`src/rtl/ptmr_pkg.sv`:
```
package ptmr_pkg;

  typedef enum logic [1:0] {
    REG_COUNT = 2'd0,
    REG_CFG   = 2'd1,
    REG_CTRL  = 2'd2,
    REG_NONE  = 2'd3
  } reg_sel_e;

  // Configuration register layout, LSB first: source, edge, prescaler owner, ratio code
  typedef struct packed {
    logic [2:0] ratio;
    logic       psc_wdt;
    logic       edge_fall;
    logic       src_ext;
  } cfg_t;

endpackage

```
`src/rtl/ptmr_sync_edge.sv`:
```
module ptmr_sync_edge #(
  parameter int unsigned STAGES = 2
) (
  input  logic clk,
  input  logic rst_n,
  input  logic pin_i,
  input  logic fall_sel_i,
  output logic edge_o
);

  logic [STAGES-1:0] sync_q;
  logic [STAGES-1:0] sync_d;
  logic              last_q;
  logic              last_d;

  assign sync_d[0] = pin_i;
  for (genvar gi = 1; gi < STAGES; gi++) begin : g_chain
    assign sync_d[gi] = sync_q[gi-1];
  end

  always_comb begin
    last_d = sync_q[STAGES-1];
    if (fall_sel_i) edge_o = ~sync_q[STAGES-1] & last_q;
    else            edge_o = sync_q[STAGES-1] & ~last_q;
  end

  always_ff @(posedge clk or negedge rst_n) begin
    if (!rst_n) begin
      sync_q <= '0;
      last_q <= 1'b0;
    end else begin
      sync_q <= sync_d;
      last_q <= last_d;
    end
  end

endmodule

```
`src/rtl/ptmr_prescaler.sv`:
```
module ptmr_prescaler #(
  parameter int unsigned PSC_W = 8,
  parameter int unsigned SEL_W = 3
) (
  input  logic             clk,
  input  logic             rst_n,
  input  logic             clr_i,
  input  logic             in_i,
  input  logic [SEL_W-1:0] sel_i,
  output logic             out_o
);

  logic [PSC_W-1:0] cnt_q;
  logic [PSC_W-1:0] cnt_d;
  logic [PSC_W-1:0] low_mask;
  logic [SEL_W:0]   shamt;
  logic             hit;

  always_comb begin
    shamt = {1'b0, sel_i} + (SEL_W+1)'(1);
    for (int i = 0; i < PSC_W; i++) begin
      low_mask[i] = (32'(i) < 32'(shamt));
    end
    hit   = (cnt_q & low_mask) == low_mask;
    out_o = in_i & hit;
    if (clr_i)     cnt_d = '0;
    else if (in_i) cnt_d = cnt_q + PSC_W'(1);
    else           cnt_d = cnt_q;
  end

  always_ff @(posedge clk or negedge rst_n) begin
    if (!rst_n) cnt_q <= '0;
    else        cnt_q <= cnt_d;
  end

endmodule

```
`src/rtl/ptmr_count_core.sv`:
```
module ptmr_count_core #(
  parameter int unsigned CNT_W     = 8,
  parameter int unsigned INH_TICKS = 2
) (
  input  logic             clk,
  input  logic             rst_n,
  input  logic             load_i,
  input  logic [CNT_W-1:0] load_val_i,
  input  logic             inc_i,
  input  logic             icyc_i,
  output logic [CNT_W-1:0] cnt_o,
  output logic             inhibit_o,
  output logic             wrap_o
);

  localparam int unsigned INH_W = $clog2(INH_TICKS + 1);

  logic [CNT_W-1:0] cnt_q;
  logic [CNT_W-1:0] cnt_d;
  logic [INH_W-1:0] inh_q;
  logic [INH_W-1:0] inh_d;
  logic             step;

  always_comb begin
    inhibit_o = (inh_q != '0);
    step      = inc_i & ~inhibit_o & ~load_i;
    wrap_o    = step & (cnt_q == '1);

    if (load_i)                  inh_d = INH_W'(INH_TICKS);
    else if (inhibit_o && icyc_i) inh_d = inh_q - INH_W'(1);
    else                         inh_d = inh_q;

    if (load_i)    cnt_d = load_val_i;
    else if (step) cnt_d = cnt_q + CNT_W'(1);
    else           cnt_d = cnt_q;
  end

  always_ff @(posedge clk or negedge rst_n) begin
    if (!rst_n) begin
      cnt_q <= '0;
      inh_q <= '0;
    end else begin
      cnt_q <= cnt_d;
      inh_q <= inh_d;
    end
  end

  assign cnt_o = cnt_q;

endmodule

```
`src/rtl/presc_timer8.sv`:
```
module presc_timer8
  import ptmr_pkg::*;
#(
  parameter int unsigned CNT_W       = 8,
  parameter int unsigned PSC_W       = 8,
  parameter int unsigned SYNC_STAGES = 2,
  parameter int unsigned CYC_DIV     = 4,
  parameter int unsigned INH_TICKS   = 2
) (
  input  logic             clk,
  input  logic             rst_n,
  input  logic             sleep_i,
  input  logic             ext_clk_i,
  input  logic             wdt_base_i,
  input  logic [1:0]       bus_addr_i,
  input  logic             bus_we_i,
  input  logic [CNT_W-1:0] bus_wdata_i,
  output logic [CNT_W-1:0] bus_rdata_o,
  output logic             irq_o,
  output logic             wdt_tick_o
);

  localparam int unsigned CFG_W = $bits(cfg_t);
  localparam int unsigned CYC_W = (CYC_DIV > 1) ? $clog2(CYC_DIV) : 1;

  reg_sel_e         sel;
  cfg_t             cfg_q, cfg_d;
  logic             flag_q, flag_d;
  logic             irq_en_q, irq_en_d;
  logic [CYC_W-1:0] cyc_q, cyc_d;
  logic [CNT_W-1:0] cnt_q;
  logic             wr_count, wr_cfg, wr_ctrl;
  logic             icyc_tick, ext_edge, src_pulse;
  logic             psc_in, psc_out, psc_clr;
  logic             cnt_inc, inh_active, wrap;

  assign sel = reg_sel_e'(bus_addr_i);

  // Write decode and instruction-cycle divider
  always_comb begin
    wr_count  = bus_we_i && (sel == REG_COUNT);
    wr_cfg    = bus_we_i && (sel == REG_CFG);
    wr_ctrl   = bus_we_i && (sel == REG_CTRL);
    icyc_tick = (cyc_q == CYC_W'(CYC_DIV - 1));
    cyc_d     = icyc_tick ? '0 : cyc_q + CYC_W'(1);
  end

  ptmr_sync_edge #(
    .STAGES (SYNC_STAGES)
  ) sync_i (
    .clk        (clk),
    .rst_n      (rst_n),
    .pin_i      (ext_clk_i),
    .fall_sel_i (cfg_q.edge_fall),
    .edge_o     (ext_edge)
  );

  // Source selection and prescaler steering
  always_comb begin
    src_pulse  = ~sleep_i & (cfg_q.src_ext ? ext_edge : icyc_tick);
    psc_in     = cfg_q.psc_wdt ? wdt_base_i : src_pulse;
    psc_clr    = wr_cfg | (wr_count & ~cfg_q.psc_wdt);
    cnt_inc    = cfg_q.psc_wdt ? src_pulse : psc_out;
    wdt_tick_o = cfg_q.psc_wdt ? psc_out : wdt_base_i;
  end

  ptmr_prescaler #(
    .PSC_W (PSC_W),
    .SEL_W (3)
  ) psc_i (
    .clk   (clk),
    .rst_n (rst_n),
    .clr_i (psc_clr),
    .in_i  (psc_in),
    .sel_i (cfg_q.ratio),
    .out_o (psc_out)
  );

  ptmr_count_core #(
    .CNT_W     (CNT_W),
    .INH_TICKS (INH_TICKS)
  ) core_i (
    .clk        (clk),
    .rst_n      (rst_n),
    .load_i     (wr_count),
    .load_val_i (bus_wdata_i),
    .inc_i      (cnt_inc),
    .icyc_i     (icyc_tick),
    .cnt_o      (cnt_q),
    .inhibit_o  (inh_active),
    .wrap_o     (wrap)
  );

  // Register next state: a wrap outranks a software clear
  always_comb begin
    cfg_d    = wr_cfg ? cfg_t'(bus_wdata_i[CFG_W-1:0]) : cfg_q;
    irq_en_d = wr_ctrl ? bus_wdata_i[1] : irq_en_q;
    if (wrap)                          flag_d = 1'b1;
    else if (wr_ctrl && !bus_wdata_i[0]) flag_d = 1'b0;
    else                               flag_d = flag_q;
  end

  always_ff @(posedge clk or negedge rst_n) begin
    if (!rst_n) begin
      cfg_q    <= '0;
      flag_q   <= 1'b0;
      irq_en_q <= 1'b0;
      cyc_q    <= '0;
    end else begin
      cfg_q    <= cfg_d;
      flag_q   <= flag_d;
      irq_en_q <= irq_en_d;
      cyc_q    <= cyc_d;
    end
  end

  // Read mux and interrupt output
  always_comb begin
    unique case (sel)
      REG_COUNT: bus_rdata_o = cnt_q;
      REG_CFG:   bus_rdata_o = CNT_W'(cfg_q);
      REG_CTRL:  bus_rdata_o = CNT_W'({irq_en_q, flag_q});
      default:   bus_rdata_o = '0;
    endcase
    irq_o = flag_q & irq_en_q;
  end

endmodule

```
`config.mk`:
```
export PLATFORM = sky130hd
export DESIGN_NAME = presc_timer8
export DESIGN_NICKNAME = d
export VERILOG_FILES = /design/src/rtl/ptmr_pkg.sv /design/src/rtl/ptmr_sync_edge.sv /design/src/rtl/ptmr_prescaler.sv /design/src/rtl/ptmr_count_core.sv /design/src/rtl/presc_timer8.sv
export SDC_FILE = /design/constraint.sdc
export NUM_CORES = 1
export LEC_CHECK = 0
export BUFFER_PORTS_ARGS = -buffer_cell sky130_fd_sc_hd__buf_4
export CAP_MARGIN = 20
export CELL_PAD_IN_SITES_DETAIL_PLACEMENT = 1
export CELL_PAD_IN_SITES_GLOBAL_PLACEMENT = 1
export CORE_ASPECT_RATIO = 1.5
export CORE_MARGIN = 8
export CORE_UTILIZATION = 40
export CTS_BUF_LIST = sky130_fd_sc_hd__clkbuf_8
export CTS_CLUSTER_DIAMETER = 80
export DETAILED_ROUTE_END_ITERATION = 16
export GPL_ROUTABILITY_DRIVEN = 0
export HOLD_SLACK_MARGIN = 0.08
export PLACE_DENSITY = 0.74
export SLEW_MARGIN = 20
export SYNTH_ARGS = -nofsm -noshare
export SYNTH_HDL_FRONTEND = slang
export SYNTH_SLANG_ARGS = --single-unit
```
`constraint.sdc`:
```
create_clock -name clk -period 4.5 [get_ports clk]
set_input_delay 0.9 -clock clk [delete_from_list [all_inputs] [get_ports clk]]
set_output_delay 0.9 -clock clk [all_outputs]
set_load 0.05 [all_outputs]
```
[Yosys cells after proc, flatten, opt, wreduce, memory -nomap -nowiden]
Cells that the tools add are included.
Word-level totals
  register bits after elaboration: 31
Cells by class
  add/sub/neg operators: 5
  magnitude comparators: 8
  eq/ne operators: 5
  mux-type cells: 15
  bitwise gates (word level): 17
  reduce and logical (&&, ||, !) cells: 12
Operator list (count)
  $mux 8: 4
  $pmux 8 s3: 1
  $add 8x1->8 const B: 2
  $lt 3x4->1 const A: 4
  $reduce_bool 2->1: 5
  $and 1x1->1: 9
  $and 8x8->8: 1
  $eq 8x8->1: 1
  $eq 8x8->1 const B: 1
  $lt 1x4->1 const A: 2
  $lt 2x4->1 const A: 2
  $mux 1: 7
  $mux 2: 3
  $not 1->1: 6
  $logic_and 1x1->1: 5
  $add 3x1->4 const B: 1
  $eq 2x2->1 const B: 2
  $add 2x1->2 const B: 1
  $eq 2x1->1 const B: 1
  $logic_not 2->1: 1
  $sub 2x1->2 const B: 1
  $logic_not 1->1: 1
  $or 1x1->1: 1

[Longest topological paths before layout]
Gate-level depths: netlist of run 1.
  depth in word-level cells: 12
  gate-level depth with buffers: 8
  depth with buffers taken out: 7

[Hierarchy]
A second synthesis of run 1 with hierarchy kept.
Unflattened totals
  cell total of the unflattened synthesis: 174
  area total of the unflattened synthesis: 1727.9 um^2
By module, submodules not included
  presc_timer8: instances 1, cells an instance 53, area an instance 593.1 um^2
  ptmr_count_core: instances 1, cells an instance 61, area an instance 551.8 um^2
  ptmr_prescaler: instances 1, cells an instance 54, area an instance 485.5 um^2
  ptmr_sync_edge: instances 1, cells an instance 6, area an instance 97.6 um^2

[Least setup slack after synthesis of run 1]
No wires, ideal clock.
  path kind: input-to-output
  start: input port bus_addr_i[1]
  end: output port bus_rdata_o[0]
  arrival: 2376 ps
  required time: 3600 ps
  setup slack: 1224 ps
  cell stages on the path: 3
  cell sequence: clkbuf_1 -> mux2i_1 -> o21ai_0
On the way
  cells in the longest elaborated chain, start to end: 2
RTL lines
  from (decl): RTL line presc_timer8.sv:15  | input logic [1:0] bus_addr_i,
  $eq 2x2->1, or another cell as far along: RTL line presc_timer8.sv:119  | unique case (sel)
  $pmux 8 s3 (*): RTL line presc_timer8.sv:119
  to (decl): RTL line presc_timer8.sv:18  | output logic [CNT_W-1:0] bus_rdata_o,
Mark *: on every way between the ends. The rest lies on a longest branch, timed or not.

[Worst setup path in the final report of run 1]
  start: register cfg_q[4] (netlist bit)
  end: output port wdt_tick_o
On the way
  cells in the longest elaborated chain, start to end: 6
RTL lines
  from (decl): RTL line presc_timer8.sv:27  | cfg_t cfg_q, cfg_d;
  from (signal assigned): RTL line presc_timer8.sv:110  | cfg_q <= cfg_d;
  $add 3x1->4 (*): RTL line ptmr_prescaler.sv:20  | shamt = {1'b0, sel_i} + (SEL_W+1)'(1);
  $lt 1x4->1, or another cell as far along: RTL line ptmr_prescaler.sv:22  | low_mask[i] = (32'(i) < 32'(shamt));
  $and 8x8->8: RTL line ptmr_prescaler.sv:24  | hit = (cnt_q & low_mask) == low_mask;
  $eq 8x8->1 (*): RTL line ptmr_prescaler.sv:24
  $and 1x1->1 (*): RTL line ptmr_prescaler.sv:25  | out_o = in_i & hit;
  $mux 1 (*): RTL line presc_timer8.sv:64  | wdt_tick_o = cfg_q.psc_wdt ? psc_out : wdt_base_i;
  to (decl): RTL line presc_timer8.sv:20  | output logic wdt_tick_o
Marks and branches as above.

==> impl_metrics.toml, run 1 <==
[status]
status = "finished, final reports clean"

[cells_and_area]
final_util_pct = 48.4
drive_gt1_share_pct = 22.0
nets = 225
num_antenna_cells = 0
syn_to_final_growth_pct = 17.4

[grt]
antenna_found_initial = 0
grt_pass1_wl_um = 8000
grt_use_total_pct = 14.5
grt_max_degree = 32
overflow = 0
grt_pass1_vias = 1659

[clock_network]
tritoncts = "yes"
clockBufferDepth = 2
post_cts_buffers = 0
h-tree-depth = 2
clkTransAtPathRegs_ns = 0.07
post_cts_resized = 0
insertion_delay_ns = 0.29
hold_buffers = 0
root_buffer = "clkbuf_8"
cts_buffers = 5
clock-sinks = 31

[sta]
fin_ws_ns = 1.43
tns_ns = 0
hold_viol_final = 0
slew_headroom_pct = 55.4
fmax_mhz = 326
fin_crit_sh_pct = 68.2
whs_ns = 0.349
finalCriticalPeriod_ns = 3.07
fin_worst_skew_ns = 0.00496
setup_viol = 0
rsz0062_at_grt = "false"
slew_violations = 0
tightest_slew_ns = 0.664

[pwr]
intPower_uw = 620
clockPowerShare_pct = 30.3
peakVddDrop_mv = 0.323
cellLeakagePower_uw = 0.000945
seqPwrFrac_pct = 41.5
sw_frac_of_total_pct = 35.0
powerDensity_nw_per_um2 = 468
p_comb_share_pct = 28.2
power.switching_uw = 333

[logic_synthesis]
yosysSeqAreaShare_pct = 44.7
synth_seq_cells = 31
yosysWarnings = 0
netlist_instances = 179
syn_nets = 200
syn_avg_cell_area_um2 = 9.70
yosysUniqueCellTypes = 39
syn_area_um2 = 1740

[critical_path]
slowest_stage = "dfrtp_1"
path_max_fanout = 6
arrival_ns = 2.17
critPathBufInv = 1
crit_required_ns = 3.60
r2r-start = "cfg_q[4]$_DFFE_PN0P_"
crit_type = "reg2out"
cp-end-kind = "primary output"
worstSetupStartpointType = "register"
cp_cell_sequence = "ha_1 > nor2b_4 > o2111ai_1 > a2111o_1 > o21ai_0 > and2_1 > buf_4"
cp_top_family = "compound AO/OA/AOI/OAI gates"
max_stage_delay_ns = 0.43
cp-startpoint = "cfg_q[4]$_DFFE_PN0P_"

[drt]
wl_um = 4800
wire_per_inst_um = 19.1
viasPerCell = 5.75
drt_iter0_markers = 50
dr.pass1.iters = 4
drtAntennaViolNets = 0
via_count = 1444
drc = 0

[floorplan]
initial_core_util_pct = 41.2
fp.dieW_um = 69.8
die_h_um = 96.7
die_area_um2 = 6750
io_pins = 26
core_um2 = 4210
rows = 29

[placed_design]
dp_hpwl_um = 3590
numPortBuffers = 25
place_ws_ns = 1.70

[hold_path]
holdCritPathClass = "reg2reg"
min_from = "sync_i.sync_q[0]$_DFF_PN0_"

[run]
maxCapViolCount = 0
## synthesized netlist by cell type
| master | instances | area [um^2] |
|---|---|---|
| nand4_1 | 4 | 25.0 |
| nand2_1 | 17 | 63.8 |
| a2111o_1 | 2 | 22.5 |
| or2_2 | 2 | 12.5 |
| o2111ai_1 | 1 | 8.76 |
| and3_2 | 1 | 7.51 |
| dfrtp_1 | 31 | 776 |
| o21ai_0 | 12 | 60.1 |
| o21ai_1 | 2 | 10.0 |
| xor2_1 | 7 | 61.3 |
| or3_1 | 6 | 37.5 |
| inv_1 | 6 | 22.5 |
| nor2b_4 | 1 | 13.8 |
| and2_1 | 7 | 43.8 |
| or3b_1 | 1 | 8.76 |
| nand3b_1 | 2 | 15.0 |
| mux2_2 | 7 | 78.8 |
| nand3_1 | 2 | 10.0 |
| mux2i_1 | 8 | 80.1 |
| nor2_1 | 26 | 97.6 |
| o211ai_1 | 1 | 7.51 |
| o311a_1 | 1 | 10.0 |
| nor3_1 | 1 | 5.00 |
| o22ai_1 | 1 | 6.26 |
| and3_1 | 2 | 12.5 |
| buf_6 | 2 | 22.5 |
| a22oi_1 | 1 | 7.51 |
| xnor2_1 | 2 | 17.5 |
| or2b_1 | 1 | 7.51 |
| a311o_1 | 1 | 10.0 |
| a211o_1 | 1 | 8.76 |
| nor2b_1 | 1 | 6.26 |
| a31o_2 | 1 | 8.76 |
| clkbuf_1 | 3 | 11.3 |
| ha_1 | 5 | 62.6 |
| o31ai_1 | 1 | 7.51 |
| a31oi_1 | 5 | 31.3 |
| a21oi_1 | 2 | 10.0 |
| clkbuf_8 | 2 | 27.5 |
## cell families (layout without fill, tap and decap cells)
kind of cell	count (synthesis)	in the layout	synth area share (%)
adder cells (fa/ha/maj)	5	5	3.60
buffers and inverters	13	39	4.83
AO/OA/AOI/OAI	32	32	12.0
multiplexers	15	15	9.16
XOR/XNOR	9	9	4.54
flip-flops	31	31	44.7
AND/OR/NAND/NOR	74	74	21.1
## cell usage in the layout, fill, tap and decap left out, drive strengths merged, types with 3 or more instances in the layout
cell,synthesis,routed
nor2,26,26
xor2,7,7
mux2i,8,8
nand4,4,4
ha,5,5
and2,7,7
clkbuf,5,6
nand2,17,17
dfrtp,31,31
o21ai,14,14
inv,6,6
or3,6,6
and3,3,3
buf,2,25
mux2,7,7
a31oi,5,5
## per-stage QoR
step	instances	power, uW	area, um^2
detailed placement	243	668	1920
finish	251	953	2040
global route	251	1000	2040
global placement	243	643	1920
CTS	251	963	2040
floorplan	179	579	1740
## metal layers
metal / vias to the layer above / GRT usage, % / routed length [um]
met1: 725 / 13.0 / 1740
met2: 29 / 28.4 / 2740
li1: 675 / - / -
met3: 15 / 3.37 / 159
met5: - / 0 / 0
met4: 0 / 7.92 / 162
## final timing paths
kind / endpoint / slack (ns) / cells after the start
min in group asynchronous: cfg_q[4]$_DFFE_PN0P_ / 0.54 / 1
hold reg to reg: sync_i.sync_q[1]$_DFF_PN0_ / 0.35 / 0
max in group asynchronous: core_i.cnt_o[7]$_DFFE_PN0P_ / 3.66 / 1
setup / recovery: wdt_tick_o / 1.43 / 7
setup reg to reg: core_i.cnt_o[7]$_DFFE_PN0P_ / 1.71 / 7
hold / removal: sync_i.sync_q[1]$_DFF_PN0_ / 0.35 / 0
## cell type report
cell class                      instances  area [um^2]
Clock inverter                          2         35.0
Multi-Input combinational cell        135          876
Fill cell                             488         2170
Tap cell                               46         57.6
Timing Repair Buffer                   25          188
Sequential cell                        31          776
Clock buffer                            6         82.6
Inverter                                6         22.5
## worst reg2reg max path, cell delays in order, from the launching register on
cell       delay (ns)
dfrtp_1          0.43
ha_1             0.25
nor2b_4          0.18
o2111ai_1        0.12
a2111o_1         0.40
a2111o_1         0.62
o311a_1          0.42
a211o_1          0.26
## power by group through the flow
stage               sequential [uW]  clock [uW]  combinational (uW)
global placement                394           0                 249
CTS                             395         295                 273
detailed placement              399           0                 269
finish                          395         289                 269
global route                    404         303                 296
floorplan                       374           0                 206
## sequential cells by signal (all words and copies together) (netlist names)
| signal | cells |
|---|---|
| cfg_q | 6 |
| cyc_q | 2 |
| sync_i.last_q | 1 |
| irq_en_q | 1 |
| psc_i.cnt_q | 8 |
| sync_i.sync_q | 2 |
| flag_q | 1 |
| core_i.inh_q | 2 |
| core_i.cnt_o | 8 |
(Power assumes the default switching activity.)
==> run 2, diff against run 1 <==
- clock period: 4.5 -> 3.1 ns (I/O delays scaled with it)
==> run 2 against run 1 <==
Against the previous run:
- total power increased by 34%
- clock power increased by 9.0%
- via count is 3.4% lower
- first-iteration DRC count shrank 36%
- non-clock buffer count did not move
- sequential cell count unchanged
- sequential power grew 45%
- final area fell by 1.5%
- critical path type unchanged
- critical endpoint unchanged
- largest power group unchanged
- highest routed layer unchanged
==> impl_metrics.toml, run 2 (synthesized netlist as in run 1, its figures left out) <==
[cells_and_area]
nets = 225
layout_common_cells = "31 x dfrtp_1, 26 x nor2_1, 25 x buf_4"
drive_gt1_share_pct = 21.6
num_antenna_cells = 0
fillers = 507
multiInputGateArea_um2 = 876
ff_latch_area_um2 = 776
layout_commonest_cell = "dfrtp_1"
final_util_pct = 47.7
syn_to_final_growth_pct = 15.6

[critical_path]
cp-end-kind = "primary output"
reg2reg_slack_ns = 0.30
path_max_fanout = 6
worstSetupStartpointType = "register"
crit_type = "reg2out"
crit_required_ns = 2.48
arrival_ns = 2.21

[drt]
drt_iter0_markers = 32
dr.pass1.iters = 4
viasPerCell = 5.58
wire_per_inst_um = 17.9
via_count = 1395
wl_um = 4470
drc = 0
drtAntennaViolNets = 0

[grt]
overflow = 0
grt_use_total_pct = 13.6
busiest_layer = "met2"
use_met3_pct = 2.76
grt_use_met1_pct = 13.9
antenna_found_initial = 0
grt_max_degree = 32
grt_pass1_vias = 1643
grtUsageMet2_pct = 26.0
grt_pass1_wl_um = 7720

[status]
status = "finished, final reports clean"

[clock_network]
clock-sinks = 31
post_cts_resized = 0
h-tree-depth = 2
clockBufferDepth = 2
root_buffer = "clkbuf_8"
tritoncts = "yes"
clkTransAtPathRegs_ns = 0.06
cts_buffers = 5
post_cts_buffers = 0
insertion_delay_ns = 0.28
hold_buffers = 0

[sta]
hold_viol_final = 0
tns_ns = 0
slew_headroom_pct = 59.5
whs_ns = 0.265
rsz0062_at_grt = "false"
fin_crit_sh_pct = 91.2
setup_viol = 0
finalCriticalPeriod_ns = 2.83
slew_violations = 0
fin_worst_skew_ns = 0.00449
fmax_mhz = 354
tightest_slew_ns = 0.603

[floorplan]
rows = 29
io_pins = 26
die_area_um2 = 6750
die_h_um = 96.7
core_um2 = 4210
fp.dieW_um = 69.8
initial_core_util_pct = 41.2

[placed_design]
numPortBuffers = 25
dp_hpwl_um = 3500

[pwr]
powerDensity_nw_per_um2 = 635
cellLeakagePower_uw = 0.000931
peakVddDrop_mv = 0.343

[hold_path]
holdCritPathClass = "in2async"

[run]
maxCapViolCount = 0
==> run 2: changes by cell type in the layout (fill, tap and decap cells not counted) <==
| cell | change |
|---|---|
| bufinv_16 | -1 |
==> run 2: worst paths after layout <==
path,from,endpoint,cells past startpoint
max,cfg_q[4]$_DFFE_PN0P_,wdt_tick_o,7
min,rst_n,psc_i.cnt_q[6]$_DFFE_PN0P_,1
max reg2reg,cfg_q[4]$_DFFE_PN0P_,core_i.cnt_o[7]$_DFFE_PN0P_,7
min reg2reg,sync_i.sync_q[0]$_DFF_PN0_,sync_i.sync_q[1]$_DFF_PN0_,0
max in group asynchronous,rst_n,sync_i.sync_q[1]$_DFF_PN0_,1
min in group clk,sync_i.sync_q[0]$_DFF_PN0_,sync_i.sync_q[1]$_DFF_PN0_,0
==> run 2: worst max-delay path: stages, from the launching register on <==
cell	delay [ns]
dfrtp_1	0.43
ha_1	0.27
nor2b_4	0.19
o2111ai_1	0.11
a2111o_1	0.39
o21ai_0	0.20
and2_1	0.15
buf_4	0.19
==> run 2: stage by stage <==
| step | setup WS (ns) | instances | total power [uW] | instance area [um^2] |
|---|---|---|---|---|
| 6_report | 0.273 | 250 | 1280 | 2010 |
| 5_1_grt | 0.111 | 250 | 1350 | 2010 |
| 4_1_cts | 0.266 | 250 | 1290 | 2010 |
| 3_5_place_dp | 0.321 | 243 | 970 | 1920 |
| 3_3_place_gp | 0.443 | 243 | 935 | 1920 |
| 2_1_floorplan | 0.384 | 179 | 841 | 1740 |
==> run 2: power by group <==
part / leakage [uW] / internal (uW) / total, uW / switching, uW
Combinational: 0.000505 / 160 / 387 / 227
Clock: 0.0000470 / 174 / 315 / 141
Sequential: 0.000379 / 480 / 573 / 93.5
Total: 0.000931 / 814 / 1280 / 461
==> run 2: routing by layer <==
metal	routed length (um)	share of wire (%)
met5	0	0
met4	75	1.7
met1	1690	38
met3	134	3.0
met2	2570	57
==> run 2: layout make-up <==
| type | instances | share of cell area [%] |
|---|---|---|
| Multi-Input combinational cell | 135 | 43.6 |
| Sequential cell | 31 | 38.7 |
| Timing Repair Buffer | 25 | 9.35 |
| Clock buffer | 6 | 4.11 |
| Tap cell | 46 | 2.87 |
| Inverter | 6 | 1.12 |
| Clock inverter | 1 | 0.249 |
